$ cat src/rtl/nrdiv_pkg.sv
package nrdiv_pkg;

    // Per-pair control that travels alongside the datapath
    typedef struct packed {
        logic vld;      // slot holds a pair
        logic sgn;      // two's-complement interpretation
        logic dvd_neg;  // dividend was negative (signed mode only)
        logic q_neg;    // quotient must be negated (signed mode only)
        logic dz;       // divisor was zero
    } ctl_t;

    localparam int unsigned PRE_STAGES  = 2;
    localparam int unsigned POST_STAGES = 2;

endpackage

$ cat src/rtl/nrdiv_prep.sv
module nrdiv_prep
    import nrdiv_pkg::*;
#(
    parameter int unsigned W = 16
) (
    input  logic         clk,
    input  logic         rst_n,
    input  logic         in_valid,
    input  logic         op_signed,
    input  logic [W-1:0] dividend,
    input  logic [W-1:0] divisor,
    output ctl_t         ctl_o,
    output logic [W-1:0] dvd_mag_o,
    output logic [W-1:0] dvs_mag_o
);

    typedef struct packed {
        logic         vld;
        logic         sgn;
        logic [W-1:0] a;
        logic [W-1:0] b;
    } raw_t;

    typedef struct packed {
        ctl_t         ctl;
        logic [W-1:0] a;
        logic [W-1:0] b;
    } mag_t;

    raw_t raw_d, raw_q;
    mag_t mag_d, mag_q;

    always_comb begin
        logic a_neg;
        logic b_neg;
        raw_d.vld = in_valid;
        raw_d.sgn = op_signed;
        raw_d.a   = dividend;
        raw_d.b   = divisor;

        a_neg = raw_q.sgn & raw_q.a[W-1];
        b_neg = raw_q.sgn & raw_q.b[W-1];
        mag_d.ctl.vld     = raw_q.vld;
        mag_d.ctl.sgn     = raw_q.sgn;
        mag_d.ctl.dvd_neg = a_neg;
        mag_d.ctl.q_neg   = a_neg ^ b_neg;
        mag_d.ctl.dz      = (raw_q.b == '0);
        // The most negative value maps onto 2^(W-1), which still fits W bits
        mag_d.a = a_neg ? (~raw_q.a + 1'b1) : raw_q.a;
        mag_d.b = b_neg ? (~raw_q.b + 1'b1) : raw_q.b;
    end

    always_ff @(posedge clk or negedge rst_n) begin
        if (!rst_n) begin
            raw_q <= '0;
            mag_q <= '0;
        end else begin
            raw_q <= raw_d;
            mag_q <= mag_d;
        end
    end

    assign ctl_o     = mag_q.ctl;
    assign dvd_mag_o = mag_q.a;
    assign dvs_mag_o = mag_q.b;

endmodule

$ cat src/rtl/nrdiv_step.sv
module nrdiv_step
    import nrdiv_pkg::*;
#(
    parameter int unsigned W = 16
) (
    input  logic          clk,
    input  logic          rst_n,
    input  ctl_t          ctl_i,
    input  logic [W-1:0]  dvs_i,
    input  logic [W+1:0]  rem_i,
    input  logic [W-1:0]  qbits_i,
    output ctl_t          ctl_o,
    output logic [W-1:0]  dvs_o,
    output logic [W+1:0]  rem_o,
    output logic [W-1:0]  qbits_o
);

    localparam int unsigned RW = W + 2;

    typedef struct packed {
        ctl_t          ctl;
        logic [W-1:0]  dvs;
        logic [RW-1:0] rem;
        logic [W-1:0]  qb;
    } st_t;

    st_t st_d, st_q;

    always_comb begin
        logic          take_sub;
        logic [RW-1:0] shifted;
        logic [RW-1:0] dext;
        // Subtract while the remainder is non-negative, add back otherwise
        take_sub = ~rem_i[RW-1];
        shifted  = {rem_i[RW-2:0], qbits_i[W-1]};
        dext     = {2'b00, dvs_i};
        st_d.ctl = ctl_i;
        st_d.dvs = dvs_i;
        st_d.rem = take_sub ? (shifted - dext) : (shifted + dext);
        // Dividend bits leave at the top, decision bits enter at the bottom
        st_d.qb  = {qbits_i[W-2:0], take_sub};
    end

    always_ff @(posedge clk or negedge rst_n) begin
        if (!rst_n) st_q <= '0;
        else        st_q <= st_d;
    end

    assign ctl_o   = st_q.ctl;
    assign dvs_o   = st_q.dvs;
    assign rem_o   = st_q.rem;
    assign qbits_o = st_q.qb;

endmodule

$ cat src/rtl/nrdiv_post.sv
module nrdiv_post
    import nrdiv_pkg::*;
#(
    parameter int unsigned W = 16
) (
    input  logic         clk,
    input  logic         rst_n,
    input  ctl_t         ctl_i,
    input  logic         rem_neg_i,
    input  logic [W-2:0] qbits_i,
    output logic         out_valid,
    output logic [W-1:0] quotient,
    output logic         div_by_zero
);

    localparam logic [W-1:0] MAX_POS = {1'b0, {(W-1){1'b1}}};
    localparam logic [W-1:0] MIN_NEG = {1'b1, {(W-1){1'b0}}};
    localparam logic [W-1:0] ALL_ONE = {W{1'b1}};

    typedef struct packed {
        ctl_t         ctl;
        logic [W-1:0] mag;
    } fix_t;

    typedef struct packed {
        logic         vld;
        logic         dz;
        logic [W-1:0] q;
    } res_t;

    fix_t fix_d, fix_q;
    res_t res_d, res_q;

    always_comb begin
        // Decision bits P give 2P-(2^W-1); a negative final remainder takes
        // one away. Modulo 2^W this is P shifted up with the inverted sign.
        fix_d.ctl = ctl_i;
        fix_d.mag = {qbits_i, ~rem_neg_i};

        res_d = '0;
        if (fix_q.ctl.vld) begin
            res_d.vld = 1'b1;
            res_d.dz  = fix_q.ctl.dz;
            if (fix_q.ctl.dz) begin
                if (!fix_q.ctl.sgn)         res_d.q = ALL_ONE;
                else if (fix_q.ctl.dvd_neg) res_d.q = MIN_NEG;
                else                        res_d.q = MAX_POS;
            end else if (fix_q.ctl.sgn && fix_q.ctl.q_neg) begin
                res_d.q = ~fix_q.mag + 1'b1;
            end else if (fix_q.ctl.sgn && (fix_q.mag > MAX_POS)) begin
                res_d.q = MAX_POS;
            end else begin
                res_d.q = fix_q.mag;
            end
        end
    end

    always_ff @(posedge clk or negedge rst_n) begin
        if (!rst_n) begin
            fix_q <= '0;
            res_q <= '0;
        end else begin
            fix_q <= fix_d;
            res_q <= res_d;
        end
    end

    assign out_valid   = res_q.vld;
    assign quotient    = res_q.q;
    assign div_by_zero = res_q.dz;

endmodule

$ cat src/rtl/nrdiv_pipe.sv
module nrdiv_pipe
    import nrdiv_pkg::*;
#(
    parameter int unsigned W = 16
) (
    input  logic         clk,
    input  logic         rst_n,
    input  logic         in_valid,
    input  logic         op_signed,
    input  logic [W-1:0] dividend,
    input  logic [W-1:0] divisor,
    output logic         out_valid,
    output logic [W-1:0] quotient,
    output logic         div_by_zero
);

    localparam int unsigned RW = W + 2;

    ctl_t          ctl_s [0:W];
    logic [W-1:0]  dvs_s [0:W];
    logic [W-1:0]  q_s   [0:W];
    logic [RW-1:0] rem_s [0:W];

    nrdiv_prep #(.W(W)) u_prep (
        .clk       (clk),
        .rst_n     (rst_n),
        .in_valid  (in_valid),
        .op_signed (op_signed),
        .dividend  (dividend),
        .divisor   (divisor),
        .ctl_o     (ctl_s[0]),
        .dvd_mag_o (q_s[0]),
        .dvs_mag_o (dvs_s[0])
    );

    assign rem_s[0] = '0;

    for (genvar k = 0; k < W; k++) begin : g_iter
        nrdiv_step #(.W(W)) u_step (
            .clk     (clk),
            .rst_n   (rst_n),
            .ctl_i   (ctl_s[k]),
            .dvs_i   (dvs_s[k]),
            .rem_i   (rem_s[k]),
            .qbits_i (q_s[k]),
            .ctl_o   (ctl_s[k+1]),
            .dvs_o   (dvs_s[k+1]),
            .rem_o   (rem_s[k+1]),
            .qbits_o (q_s[k+1])
        );
    end

    nrdiv_post #(.W(W)) u_post (
        .clk         (clk),
        .rst_n       (rst_n),
        .ctl_i       (ctl_s[W]),
        .rem_neg_i   (rem_s[W][RW-1]),
        .qbits_i     (q_s[W][W-2:0]),
        .out_valid   (out_valid),
        .quotient    (quotient),
        .div_by_zero (div_by_zero)
    );

endmodule

$ cat config.mk
export PLATFORM = sky130hd
export DESIGN_NAME = nrdiv_pipe
export DESIGN_NICKNAME = d
export VERILOG_FILES = /design/src/rtl/nrdiv_pkg.sv /design/src/rtl/nrdiv_prep.sv /design/src/rtl/nrdiv_step.sv /design/src/rtl/nrdiv_post.sv /design/src/rtl/nrdiv_pipe.sv
export SDC_FILE = /design/constraint.sdc
export NUM_CORES = 1
export LEC_CHECK = 0
export ABC_AREA = 1
export BUFFER_PORTS_ARGS = -buffer_cell sky130_fd_sc_hd__buf_2
export CAP_MARGIN = 40
export CORE_MARGIN = 3
export CORE_UTILIZATION = 55
export DETAILED_ROUTE_END_ITERATION = 8
export GPL_ROUTABILITY_DRIVEN = 1
export HOLD_SLACK_MARGIN = 0.03
export PLACE_DENSITY = 0.81
export SLEW_MARGIN = 25
export SYNTH_ARGS = -nofsm -noshare
export SYNTH_HDL_FRONTEND = slang
export SYNTH_SLANG_ARGS = --single-unit
$ cat constraint.sdc
create_clock -name clk -period 2.9 [get_ports clk]
set_input_delay 0.145 -clock clk [delete_from_list [all_inputs] [get_ports clk]]
set_output_delay 0.145 -clock clk [all_outputs]
set_load 0.01 [all_outputs]
==> run_results.csv <==
group,metric,value,unit
run_status,status,"finished, final reports clean",
logic_synthesis,synth_edf_count,0,
logic_synthesis,synth_top_area_share,52.86,%
clock_network,htree_num_levels,3,
floorplanning,chipWidth,290.4,um
power,total_leakage_power,25.55,nW
critical_path,crit_slowest_cell,"dfrtp_1",
critical_path,startpoint_type,"flop",
place,gp_congestion,0.9055,
clock_network,clk_latency,0.65,ns
logic_synthesis,synth_top_family_by_area,"simple AND/OR/NAND/NOR gates",
sta,slew_headroom,56.92,%
critical_path,worst_path_largest_cell_delay,0.42,ns
route,drt-pass1-iter-count,7,
logic_synthesis,yosysWarningCount,0,
place,place_ws,0.08428,ns
logic_synthesis,synth_mux_area_share,0,%
place,port_buffers,53,
final_layout,layout.nets,5382,
grt,grt_pass1_wl,166600,um
grt,antenna_found_initial,3,
logic_synthesis,synth.area.top_cells,"dfrtp_1 53%, nand2_1 10%, ha_1 7.7%",
critical_path,cp-startpoint,"g_iter[4].u_step.dvs_o[0]",
route,drt-initial-drc-count,2083,
sta,clock_skew,0.02752,ns
floorplanning,rows,103,
sta,setup_ws,0.1542,ns
final_layout,n_fill_cell,6239,
critical_path,arrival,3.27,ns
route,routed_wl,100700,um
critical_path,cp_max_fo,4,
power,p_total,62.56,mW
route,drcViolationCount,0,
logic_synthesis,synth_area,44500,um^2
logic_synthesis,async_reset_ff_share,100.0,%
logic_synthesis,synth_cell_types,47,
logic_synthesis,synth-seq-cells,940,
logic_synthesis,synth_simple_gate_area_share,20.69,%
final_layout,final_util,63.27,%
floorplanning,core-area,79520,um^2
final_layout,drive_gt1_share,6.754,%
route,ant_nets,0,
sta,period_share,94.68,%
clock_network,tritoncts,"built",
floorplanning,die_y,290.4,um
clock_network,cts_buffer_depth,3,
power,pwr_density_cell,1244,nW/um^2
sta,worstMarginPinSlew,0.6455,ns
floorplanning,dieArea,84360,um^2
critical_path,cp.buffers_inverters,3,
clock_network,cts_made_buffers,93,
critical_path,r2r_start,"g_iter[4].u_step.dvs_o[0]",
place,dp_hpwl,73840,um
sta,report.final.setup_viol,0,
logic_synthesis,synth_compound_area_share,6.149,%
clock_network,root_buffer,"clkbuf_16",
sta,setup_tns,0,ns
logic_synthesis,ys.flop_type,"dfrtp_1",
sta,report.final.slew_viol_count,0,
grt,globalRouteOverflowTotal,0,
sta,final.min_clock_period,2.746,ns
sta,fmax,364.2,MHz
final_layout,antenna_cells,0,
clock_network,clk_pin_slew,0.06,ns
logic_synthesis,synthCells,4854,
logic_synthesis,synthesis.nets,5178,
final_layout,final_area,50310,um^2
critical_path,crit_path_frequent_cell,"nand2_1",
critical_path,worstPathCellList,"inv_1 -> ha_1 -> nand3_1 -> inv_1 -> nand2_1 -> nor2_1 -> a21oi_1 -> xor2_1 -> ha_1 -> nand2_1 -> nand2_1 -> a21oi_1 -> nand3_2 -> buf_4 -> xor2_1",
logic_synthesis,syn_area_per_cell,9.167,um^2
critical_path,cp_top_family,"simple AND/OR/NAND/NOR gates",
critical_path,crit_path_end_kind,"flop",
power,ir_drop,0.7031,mV
logic_synthesis,seq_area_frac_synth,52.86,%
grt,grt_max_degree,111,
route,wl_per_cell,16.27,um
logic_synthesis,synth-adder-area-share,8.334,%
grt,grt_usage,24.09,%
logic_synthesis,synth_xor_area_share,7.184,%
critical_path,worstPathRequired,3.43,ns
logic_synthesis,synth_top_area_cell,"dfrtp_1",
route,vias,32939,
min_path,hold_path_class,"input port to async pin",
floorplanning,ios,54,
grt,grt_pass1_vias,33160,
sta,final_hold_viol_count,0,
floorplanning,start_util,55.96,%
flow_run,maxCapViolCount,0,
place,placed_area,46420,um^2
critical_path,crit_type,"flop to flop",
route,via_per_inst,5.323,
clock_network,clock_sinks,940,
final_layout,syn2layout_area_growth,13.05,%
## where the power goes
part | internal (mW) | switching, mW
registers | 16.7 | 2.02
logic | 11.2 | 19.7
clock network | 7.78 | 5.21
total | 35.7 | 26.9
## metal layers
metal	up-vias	GRT usage, %	part of all wire [%]
met5	-	0	0.013
met4	2	7.927	3.1
met3	241	3.294	4.6
met2	885	41.77	49
met1	15776	31.40	43
li1	16035	-	-
## state kept, by name, summed over array words and instances (netlist names)
| register | cells |
|---|---|
| g_iter.u_step.qbits_o | 240 |
| u_post.fix_q | 21 |
| g_iter.u_step.rem_o | 270 |
| u_post.quotient | 16 |
| u_prep.ctl_o | 5 |
| g_iter.u_step.dvs_o | 240 |
| u_prep.mag_d | 2 |
| g_iter.u_step.ctl_o | 80 |
| u_post.out_valid | 1 |
| u_prep.dvd_mag_o | 16 |
| u_post.div_by_zero | 1 |
| u_prep.dvs_mag_o | 16 |
| u_prep.raw_q | 32 |
## final cells by class
class	count	area [um^2]	share of cell area [%]
Sequential cell	940	23530	46.76
Multi-Input combinational cell	3358	18980	37.73
Clock buffer	123	2621	5.211
Inverter	529	1986	3.947
Tap cell	1050	1314	2.611
Timing Repair Buffer	136	1124	2.233
Clock inverter	52	755.7	1.502
## placed cells by master (no fill, tap or decap), types with 16 or more instances in the layout
master         count
nand4_1           71
a21o_1            23
a21boi_0          16
nand3_1          334
a31oi_1           16
nor2_2            22
buf_2             52
dfrtp_1          938
dlygate4sd3_1     35
o21ai_1           17
clkbuf_16         94
xnor2_1           62
inv_1            523
nor2_1           496
nor3_1            18
xor2_1           303
ha_1             270
nand2_1         1186
o21ai_0          128
clkbuf_8          16
buf_4             37
and2_1            28
a21oi_1          240
## synth_stat cells, types with 2 or more instances
| master | count |
|---|---|
| nand2_1 | 1189 |
| dfrtp_1 | 940 |
| inv_1 | 524 |
| nor2_1 | 505 |
| nand3_1 | 340 |
| xor2_1 | 303 |
| ha_1 | 274 |
| a21oi_1 | 249 |
| o21ai_0 | 135 |
| nand4_1 | 71 |
| xnor2_1 | 62 |
| and2_1 | 28 |
| a21o_1 | 23 |
| a21boi_0 | 21 |
| buf_2 | 20 |
| nor3_1 | 19 |
| a31oi_1 | 16 |
| nand3b_1 | 15 |
| fa_1 | 14 |
| nor2_2 | 14 |
| o21ai_1 | 12 |
| o21a_1 | 8 |
| o31ai_1 | 8 |
| o22ai_1 | 6 |
| a41oi_1 | 5 |
| inv_2 | 5 |
| nand2_2 | 5 |
| buf_4 | 4 |
| nor4_1 | 4 |
| or2_0 | 4 |
| a21oi_2 | 3 |
| nor2_4 | 3 |
| o211ai_1 | 3 |
| o21ai_2 | 3 |
| or2_2 | 3 |
| clkbuf_2 | 2 |
| nand3_2 | 2 |
| nor3_2 | 2 |
| nor3_4 | 2 |
## worst paths after layout
path / cells after the start / slack, ns / to
max in group asynchronous: 4 / 1.80 / g_iter[14].u_step.rem_o[4]
worst min register to register: 0 / 0.33 / g_iter[9].u_step.qbits_o[5]
worst min-delay path: 2 / 0.1 / g_iter[11].u_step.ctl_o[4]
worst max-delay path: 15 / 0.15 / g_iter[5].u_step.rem_o[9]
min in group clk: 2 / 0.13 / u_prep.raw_q[6]
worst max register to register: 15 / 0.15 / g_iter[5].u_step.rem_o[9]
## logic make-up after synthesis
| family | after synthesis |
|---|---|
| AOI/OAI and AO/OA | 496 |
| buffers and inverters | 556 |
| and+or+nand+nor | 2209 |
| xor gates and xnor gates | 365 |
| DFF | 940 |
| adders and majority gates | 288 |
## timing repair
| action | in CTS | in global routing |
|---|---|---|
| resized for setup | 0 | 53 |
| buffers inserted | 0 | 3 |
| hold endpoints to repair | 304 | 0 |
| setup endpoints to repair | 0 | 46 |
| hold buffers | 35 | 0 |
## stage by stage
step                std cells  hold WS, ns
floorplan                4854      -0.1506
global placement         5975       0.1706
detailed placement       5975       0.1796
CTS                      6185      0.09536
global route             6188       0.1159
finish                   6188      0.09789
No activity file was read; power rests on OpenSTA's default activity.
